File: src/rtl/pwrseq_pkg.sv
package pwrseq_pkg;

  typedef enum logic [2:0] {
    S_IDLE      = 3'd0,
    S_START_DLY = 3'd1,
    S_DETECT    = 3'd2,
    S_RAMP_BOOT = 3'd3,
    S_BOOT_HOLD = 3'd4,
    S_RAMP_TGT  = 3'd5,
    S_GOOD_DLY  = 3'd6,
    S_GOOD      = 3'd7
  } seq_state_e;

  function automatic logic osc_running(seq_state_e s);
    return (s != S_IDLE) && (s != S_START_DLY);
  endfunction

  function automatic logic ramping(seq_state_e s);
    return (s == S_RAMP_BOOT) || (s == S_RAMP_TGT);
  endfunction

  function automatic int unsigned max2(int unsigned a, int unsigned b);
    return (a > b) ? a : b;
  endfunction

endpackage

File: src/rtl/pwrseq_timer.sv
module pwrseq_timer #(
  parameter int CNTW = 4
) (
  input  logic            clk,
  input  logic            rst_n,
  input  logic            clr,
  input  logic            load,
  input  logic [CNTW-1:0] load_val,
  output logic            expired_o
);
  logic [CNTW-1:0] cnt_q;

  always_ff @(posedge clk) begin
    if (!rst_n || clr) begin
      cnt_q <= '0;
    end else if (load) begin
      cnt_q <= load_val;
    end else if (cnt_q != '0) begin
      cnt_q <= cnt_q - 1'b1;
    end
  end

  assign expired_o = (cnt_q == '0);
endmodule

File: src/rtl/pwrseq_ramp.sv
module pwrseq_ramp #(
  parameter int CW = 8
) (
  input  logic          clk,
  input  logic          rst_n,
  input  logic          clr,
  input  logic          run,
  input  logic          tick,
  input  logic [CW-1:0] tgt,
  output logic [CW-1:0] ref_o,
  output logic          at_tgt_o,
  output logic          step_o
);
  // One code toward the target, never past it
  function automatic logic [CW-1:0] step_toward(logic [CW-1:0] cur, logic [CW-1:0] goal);
    if (cur < goal) return cur + 1'b1;
    if (cur > goal) return cur - 1'b1;
    return cur;
  endfunction

  logic [CW-1:0] ref_q;

  assign at_tgt_o = (ref_q == tgt);
  assign step_o   = run && tick && !at_tgt_o;

  always_ff @(posedge clk) begin
    if (!rst_n || clr) begin
      ref_q <= '0;
    end else if (step_o) begin
      ref_q <= step_toward(ref_q, tgt);
    end
  end

  assign ref_o = ref_q;
endmodule

File: src/rtl/pwrseq_fsm.sv
module pwrseq_fsm
  import pwrseq_pkg::*;
#(
  parameter int CNTW    = 4,
  parameter int TD1_CYC = 4,
  parameter int DET_CYC = 2,
  parameter int TD3_CYC = 8,
  parameter int TD5_CYC = 8
) (
  input  logic            clk,
  input  logic            rst_n,
  input  logic            go,
  input  logic            tmr_expired,
  input  logic            at_tgt,
  output seq_state_e      state_o,
  output logic            tmr_load_o,
  output logic [CNTW-1:0] tmr_val_o,
  output logic            latch_o
);
  localparam logic [CNTW-1:0] TD1_LD = CNTW'(TD1_CYC - 1);
  localparam logic [CNTW-1:0] DET_LD = CNTW'(DET_CYC - 1);
  localparam logic [CNTW-1:0] TD3_LD = CNTW'(TD3_CYC - 1);
  localparam logic [CNTW-1:0] TD5_LD = CNTW'(TD5_CYC - 1);

  seq_state_e state_q, state_d;

  always_comb begin
    state_d    = state_q;
    tmr_load_o = 1'b0;
    tmr_val_o  = '0;
    latch_o    = 1'b0;
    unique case (state_q)
      S_IDLE: begin
        state_d    = S_START_DLY;
        tmr_load_o = 1'b1;
        tmr_val_o  = TD1_LD;
      end
      S_START_DLY: if (tmr_expired) begin
        state_d    = S_DETECT;
        tmr_load_o = 1'b1;
        tmr_val_o  = DET_LD;
      end
      S_DETECT: if (tmr_expired) state_d = S_RAMP_BOOT;
      S_RAMP_BOOT: if (at_tgt) begin
        state_d    = S_BOOT_HOLD;
        tmr_load_o = 1'b1;
        tmr_val_o  = TD3_LD;
      end
      S_BOOT_HOLD: if (tmr_expired) begin
        state_d = S_RAMP_TGT;
        latch_o = 1'b1;
      end
      S_RAMP_TGT: if (at_tgt) begin
        state_d    = S_GOOD_DLY;
        tmr_load_o = 1'b1;
        tmr_val_o  = TD5_LD;
      end
      S_GOOD_DLY: if (tmr_expired) state_d = S_GOOD;
      S_GOOD: state_d = S_GOOD;
      default: state_d = S_IDLE;
    endcase
  end

  always_ff @(posedge clk) begin
    if (!rst_n || !go) state_q <= S_IDLE;
    else               state_q <= state_d;
  end

  assign state_o = state_q;
endmodule

File: src/rtl/pwrseq_top.sv
module pwrseq_top
  import pwrseq_pkg::*;
#(
  parameter int CW        = 8,
  parameter int BOOT_CODE = 110,
  parameter int TD1_CYC   = 16,
  parameter int DET_CYC   = 2,
  parameter int TD3_CYC   = 64,
  parameter int TD5_CYC   = 32
) (
  input  logic          clk,
  input  logic          rst_n,
  input  logic          en_i,
  input  logic          uv_ok_i,
  input  logic [CW-1:0] vid_i,
  input  logic          tick_i,
  output logic          osc_en_o,
  output logic          detect_o,
  output logic [CW-1:0] vref_o,
  output logic [CW-1:0] vid_hold_o,
  output logic          pgood_o
);
  localparam int unsigned MAX_DLY = max2(max2(TD1_CYC, DET_CYC), max2(TD3_CYC, TD5_CYC));
  localparam int CNTW = $clog2(MAX_DLY + 1);
  localparam logic [CW-1:0] BOOT_LV = CW'(BOOT_CODE);

  // Named internal events, visible to the bound checker
  logic            go;
  seq_state_e      state;
  logic            tmr_load, tmr_expired;
  logic [CNTW-1:0] tmr_val;
  logic            latch_evt;
  logic            boot_phase;
  logic            ramp_run;
  logic            at_tgt;
  logic            step_evt;
  logic [CW-1:0]   ramp_tgt;
  logic [CW-1:0]   hold_q;

  assign go         = en_i && uv_ok_i;
  assign boot_phase = (state == S_RAMP_BOOT);
  assign ramp_run   = ramping(state);
  assign ramp_tgt   = boot_phase ? BOOT_LV : hold_q;

  pwrseq_fsm #(
    .CNTW(CNTW), .TD1_CYC(TD1_CYC), .DET_CYC(DET_CYC),
    .TD3_CYC(TD3_CYC), .TD5_CYC(TD5_CYC)
  ) u_fsm (
    .clk(clk), .rst_n(rst_n), .go(go),
    .tmr_expired(tmr_expired), .at_tgt(at_tgt),
    .state_o(state), .tmr_load_o(tmr_load), .tmr_val_o(tmr_val),
    .latch_o(latch_evt)
  );

  pwrseq_timer #(.CNTW(CNTW)) u_tmr (
    .clk(clk), .rst_n(rst_n), .clr(!go),
    .load(tmr_load), .load_val(tmr_val), .expired_o(tmr_expired)
  );

  pwrseq_ramp #(.CW(CW)) u_ramp (
    .clk(clk), .rst_n(rst_n), .clr(!go), .run(ramp_run),
    .tick(tick_i), .tgt(ramp_tgt),
    .ref_o(vref_o), .at_tgt_o(at_tgt), .step_o(step_evt)
  );

  always_ff @(posedge clk) begin
    if (!rst_n || !go) hold_q <= '0;
    else if (latch_evt) hold_q <= vid_i;
  end

  assign vid_hold_o = hold_q;
  assign osc_en_o   = osc_running(state);
  assign detect_o   = (state == S_DETECT);
  assign pgood_o    = (state == S_GOOD);
endmodule

File: config.mk
export PLATFORM = sky130hd
export DESIGN_NAME = pwrseq_top
export DESIGN_NICKNAME = d
export VERILOG_FILES = /design/src/rtl/pwrseq_pkg.sv /design/src/rtl/pwrseq_timer.sv /design/src/rtl/pwrseq_ramp.sv /design/src/rtl/pwrseq_fsm.sv /design/src/rtl/pwrseq_top.sv
export SDC_FILE = /design/constraint.sdc
export NUM_CORES = 1
export LEC_CHECK = 0
export BUFFER_PORTS_ARGS = -buffer_cell sky130_fd_sc_hd__buf_2
export CELL_PAD_IN_SITES_DETAIL_PLACEMENT = 1
export CELL_PAD_IN_SITES_GLOBAL_PLACEMENT = 1
export CORE_MARGIN = 2
export CORE_UTILIZATION = 30
export DETAILED_ROUTE_END_ITERATION = 10
export PLACE_DENSITY = 0.73
export SLEW_MARGIN = 0
export SYNTH_ARGS = -nofsm -noshare
export SYNTH_HDL_FRONTEND = slang
export SYNTH_HIERARCHICAL = 1
export SYNTH_SLANG_ARGS = --single-unit
File: constraint.sdc
create_clock -name clk -period 2.6 [get_ports clk]
set_input_delay 0.52 -clock clk [delete_from_list [all_inputs] [get_ports clk]]
set_output_delay 0.52 -clock clk [all_outputs]
set_load 0.005 [all_outputs]
* After elaboration in Yosys (flattened, before gate mapping)
Index checks and enable logic that the tools add are counted.
Widths: inputs -> output; s select.
** Storage, ports and cells
- Output and inout bits :: 19
- Bits of input ports :: 13
- Bits in registers :: 26
- Word-level logic and storage cells :: 71
** Operators by class
- Add/sub/neg operators :: 3
- Mux-type cells :: 29
- $lt $le $gt $ge :: 2
- Eq/ne operators :: 15
- Reduce and logical (&&, ||, !) cells :: 18
** Operator list (count)
- $mux 8 :: 5
- $pmux 7 s4 :: 1
- $pmux 3 s8 :: 1
- $mux 3 :: 6
- $mux 7 :: 2
- $eq 3x3->1 const B :: 4
- $mux 1 :: 11
- $add 8x1->8 const B :: 1
- $eq 8x8->1 :: 1
- $gt 8x8->1 :: 1
- $lt 8x8->1 :: 1
- $sub 8x1->8 const B :: 1
- $logic_not 7->1 :: 1
- $reduce_bool 7->1 :: 1
- $sub 7x1->7 const B :: 1
- $eq 3x2->1 const B :: 2
- $mux 6 :: 1
- $ne 2x1->1 const B :: 3
- $ne 2x2->1 const B :: 3
- $reduce_and 6->1 :: 1
- $mux 5 :: 1
- $logic_and 1x1->1 :: 4
- $reduce_bool 2->1 :: 2
- $eq 3x1->1 const B :: 1
- 8 further kinds :: 11

* Depth between registers and ports, before layout
- Depth in word-level cells :: 12
- Gate-level depth with buffers :: 12
- Gate-level depth less buffers :: 11

* By module
The synthesis kept the hierarchy.
** By module, submodules not included
- pwrseq_ramp :: area each 819.5 sq um, cells an instance 99, seq. area each 160.2 sq um, instances 1
- pwrseq_timer :: area each 459.2 sq um, cells an instance 51, seq. area each 140.1 sq um, instances 1
- pwrseq_top :: area each 399.1 sq um, cells an instance 42, seq. area each 160.2 sq um, instances 1
- pwrseq_fsm :: area each 251.5 sq um, cells an instance 34, seq. area each 60.1 sq um, instances 1

* Worst setup path before layout
OpenSTA, ideal clock, no wires.
- Path type :: register to register
- Start :: register u_fsm.state_q[0], in the netlist u_fsm/state_o[0]
- End :: register u_tmr.cnt_q[5]
- Required time :: 2470 ps
- Cell stages (with the launch flop) :: 12
- Library setup time :: 130 ps
- Setup slack :: -45 ps
- Arrival time :: 2515 ps
- Period minus slack after synthesis :: 2645 ps
- Buffers on the path :: 0
- Cell sequence :: dfxtp_1 -> nand3b_4 -> nand2b_1 -> inv_1 -> ha_1 -> nand4_2 -> nor2_1 -> nand2_1 -> o21ai_0 -> mux2_2 -> o41ai_1 -> a21oi_1
** On the way
- Cells in the longest elaborated chain, start to end :: 6
- Elaborated cells between the ends (all ways) :: 13
- Those cells by class :: eq/ne (4); mux (6); reduce/logical (3)
** RTL lines
- start, declared :: line pwrseq_fsm.sv:25 : seq_state_e state_q, state_d;
- start signal, assigned :: line pwrseq_fsm.sv:66 : else state_q <= state_d;
- $eq 3x2->1 * :: line pwrseq_top.sv:41 : assign boot_phase = (state == S_RAMP_BOOT);
- $mux 8 * :: line pwrseq_top.sv:43 : assign ramp_tgt = boot_phase ? BOOT_LV : hold_q;
- named net ramp_tgt[6] :: line pwrseq_top.sv:37 : logic [CW-1:0] ramp_tgt;
- $eq 8x8->1 * :: line pwrseq_ramp.sv:23 : assign at_tgt_o = (ref_q == tgt);
- named net at_tgt :: line pwrseq_top.sv:35 : logic at_tgt;
- $mux 1 * :: line pwrseq_fsm.sv:44, pwrseq_fsm.sv:53
- $pmux 1 s3 * :: line pwrseq_fsm.sv:32 : unique case (state_q)
- named net tmr_load :: line pwrseq_top.sv:30 : logic tmr_load, tmr_expired;
- $mux 7 / $reduce_bool 2->1 (equally long branches)
- end signal, assigned :: line pwrseq_timer.sv:17 : cnt_q <= load_val;
- end signal, assigned :: line pwrseq_timer.sv:19 : cnt_q <= cnt_q - 1'b1;
- end, declared :: line pwrseq_timer.sv:11 : logic [CNTW-1:0] cnt_q;
Mark *: on every way through the listed nets, which the timed path passes. The rest lies on a longest branch.
A chain may end at the register's enable or synchronous reset.

* Worst setup path after layout
- Start :: register u_fsm.state_q[2], in the netlist u_fsm/state_o[2]
- End :: register u_tmr.cnt_q[5]
The elaborated chain is that of the path after synthesis.

==> results.toml <==
[status]
status = "finished clean"

[clocking]
cts_buffers = 3
clock-sinks = 26
clk_latency_ns = 0.28
cts-root-buf = "clkbuf_8"
htree_levels = 1
clk_path_buf_depth = 2
cts_tree = "yes"
clk_pin_slew_ns = 0.10
hold_buffers = 0

[global_routing]
grt_usage_pct = 14.01
grt-ovfl-total = 0
grt_pass1_vias = 1766
grt_max_degree = 15
grt_pass1_wl_um = 8328
antenna_found_initial = 0

[pwr]
leakage_nw = 0.9744
power_density_nw_per_um2 = 342.5
peakVddDrop_uv = 216.6

[drt]
via_per_inst = 5.088
wl_per_cell_um = 14.27
ant_nets = 0
drtPass1Iterations = 4
finalWirelength_um = 4852
route.detailed.drc = 0
drtIter0Drc = 31
num_vias = 1730

[sta]
finalSetupViolCount = 0
finalHoldViolations = 0
fin_crit_sh_pct = 90.62
final.min_clock_period_ns = 2.356
finalMaxSlewViolations = 0
rsz0062_at_grt = "no"
holdWs_ns = 0.4763
fmax_mhz = 424.4
skew_ns = 0.005854
worst_pin_slew_ns = 0.5262
slew_headroom_pct = 64.85
tns_ns = 0

[floorplan]
die_area_um2 = 7089
die_y_um = 84.20
core-area_um2 = 6277
rows = 29
die_w_um = 84.20
num_io_pins = 32
initial_core_util_pct = 30.74

[cells_and_area]
final-seq-area_um2 = 523.0
drive_gt1_share_pct = 30.04
syn2layout_area_growth_pct = 17.12
postLayoutCellArea_um2 = 2260
antenna_cells = 0
nets = 289
multi_input_area_um2 = 1274
fin_cells = 340
nFillCells = 773

[job]
max_cap_violations = 0

[setup_path]
r2r_slack_ns = 0.24
cp.arrival_ns = 2.57
crit_fanout = 8
start_kind = "flop"
cp_cell_sequence = "nand3b_4 -> and2_4 -> inv_1 -> ha_1 -> nand4_2 -> nor2_1 -> nand2_1 -> o21ai_2 -> or3_4 -> or3b_1 -> a21oi_1"
path_delay_family = "simple AND/OR/NAND/NOR gates"
cp_slowest_stage_delay_ns = 0.37
critPathKind = "flop to flop"
crit_slowest_cell = "or3b_1"
critPathRequiredTime_ns = 2.81
worst_setup_path_end_kind = "flop"
cp.buffers_inverters = 1

[place]
placed_cell_area_um2 = 2191
numPortBuffers = 31
post-place-cells = 335
place.gp.congestion = 0.7878
hpwl_um = 3753

[synthesis]
synth-edff-count = 0
yosysSeqAreaShare_pct = 26.98
synth_ff_type = "dfxtp_1"
synth_seq_cells = 26
synth-async-reset-ratio_pct = 0
synthesis.area_um2 = 1929
syn_nets = 251
yosysWarnings = 6
syn_inst = 226
yosysUniqueCellTypes = 64
avgSynthCellArea_um2 = 8.537

[min_path]
hp-class = "input port to flop"
==> final cells by class <==
class                   count  area share [%]
multi-input cells         173           56.37
flip-flops and latches     26           23.15
repair buffers             43           10.85
well taps                  77           4.264
inverters                  17           2.935
clock buffers               4           2.436
==> state kept, by name, summed over array words and instances (netlist names) <==
name and count:
u_ramp/ref_o 8, vid_hold_o 8, u_tmr/cnt_q 7, u_fsm/state_o 3
==> cells by family (layout without fill, tap and decap cells) <==
logic type	count (synthesis)	in the layout	share of synthesized area, %
compound gates	40	40	15.18
xor+xnor	7	7	3.178
fa+ha+maj	13	13	8.301
buf+inv	27	64	7.198
flops	26	26	26.98
mux	10	10	5.253
other cells	1	1	0.1944
simple gates	102	102	33.72
==> stage by stage <==
step | setup slack, ns | total power [mW] | utilization, %
after global placement | 0.2440 | 0.5029 | 34.90
final | 0.2438 | 0.7739 | 36.00
after global routing | 0.02131 | 0.8141 | 36.00
after floorplan | 0.09676 | 0.4744 | -
after CTS | 0.09751 | 0.7851 | 35.78
after detailed placement | 0.1191 | 0.5049 | 34.90
==> cell usage after synthesis, types with 3 or more instances <==
| library cell | n | area, um2 |
|---|---|---|
| a21oi_1 | 12 | 60.06 |
| and2_1 | 4 | 25.02 |
| buf_4 | 4 | 30.03 |
| dfxtp_1 | 26 | 520.5 |
| ha_1 | 12 | 150.1 |
| inv_1 | 16 | 60.06 |
| mux2i_1 | 9 | 90.09 |
| nand2_1 | 10 | 37.54 |
| nand2b_1 | 10 | 62.56 |
| nand3_1 | 13 | 65.06 |
| nand4_1 | 5 | 31.28 |
| nor2_1 | 17 | 63.81 |
| nor2b_1 | 5 | 31.28 |
| nor3_1 | 6 | 30.03 |
| nor3b_2 | 3 | 37.54 |
| o211ai_1 | 3 | 22.52 |
| o21ai_0 | 3 | 15.01 |
| o21ai_1 | 3 | 15.01 |
| o41ai_1 | 3 | 26.28 |
| or3_1 | 3 | 18.77 |
| xnor2_1 | 5 | 43.79 |
==> repair_timing <==
item,CTS,global route
setup buffers,0,1
endpoints found under the setup margin,0,4
gates resized for setup,0,3
==> worst paths after layout <==
check                           startpoint  cells after the start                           to
min reg2reg     vid_hold_o[7]$_SDFFE_PP0P_                      2   vid_hold_o[7]$_SDFFE_PP0P_
max          u_fsm/state_o[2]$_SDFFE_PP0P_                     11  u_tmr/cnt_q[5]$_SDFFE_PP0P_
max reg2reg  u_fsm/state_o[2]$_SDFFE_PP0P_                     11  u_tmr/cnt_q[5]$_SDFFE_PP0P_
min                               vid_i[0]                      3   vid_hold_o[0]$_SDFFE_PP0P_
==> routing by layer <==
metal | up-vias | wire (um) | track usage [%]
met5 | - | 0 | 0
met4 | 0 | 15 | 1.760
met3 | 2 | 166 | 2.557
met2 | 26 | 2503 | 25.90
met1 | 826 | 2166 | 17.34
li1 | 876 | - | -
==> placed cells by master, fill, tap and decap left out, types with 2 or more instances in the layout <==
cell,netlist,final
nor4_2,2,2
inv_1,16,16
nor4_1,2,2
nor2_2,2,2
and2_1,4,4
o31ai_1,2,2
dfxtp_1,26,24
ha_1,12,12
buf_4,4,12
a21boi_0,2,2
nor3b_1,2,2
nand4_1,5,5
and3_2,2,2
and3_1,2,2
o211ai_1,3,3
nor2_1,17,17
nor3_2,2,2
o21ai_0,3,2
nor3b_2,3,3
or3_1,3,3
nor3_1,6,6
clkbuf_8,1,4
buf_2,1,31
nand2b_1,10,10
xnor2_1,5,5
mux2i_1,9,9
o21ai_1,3,3
nand2_1,10,10
nand3_1,13,13
nor2b_1,5,5
dfxtp_2,0,2
a21oi_1,12,12
xor2_1,2,2
o41ai_1,3,3
==> power breakdown <==
part / internal, mW / switching, mW
clock network: 0.136 / 0.142
logic: 0.0387 / 0.0479
registers: 0.403 / 0.00636
total: 0.577 / 0.197
==> worst reg2reg max path, stage by stage, from the launching register on <==
cell and delay [ns]:
dfxtp_1 0.34, nand3b_4 0.17, and2_4 0.15, inv_1 0.04, ha_1 0.30, nand4_2 0.12
nor2_1 0.07, nand2_1 0.14, o21ai_2 0.12, or3_4 0.35, or3b_1 0.37, a21oi_1 0.13
(Power assumes the default switching activity.)
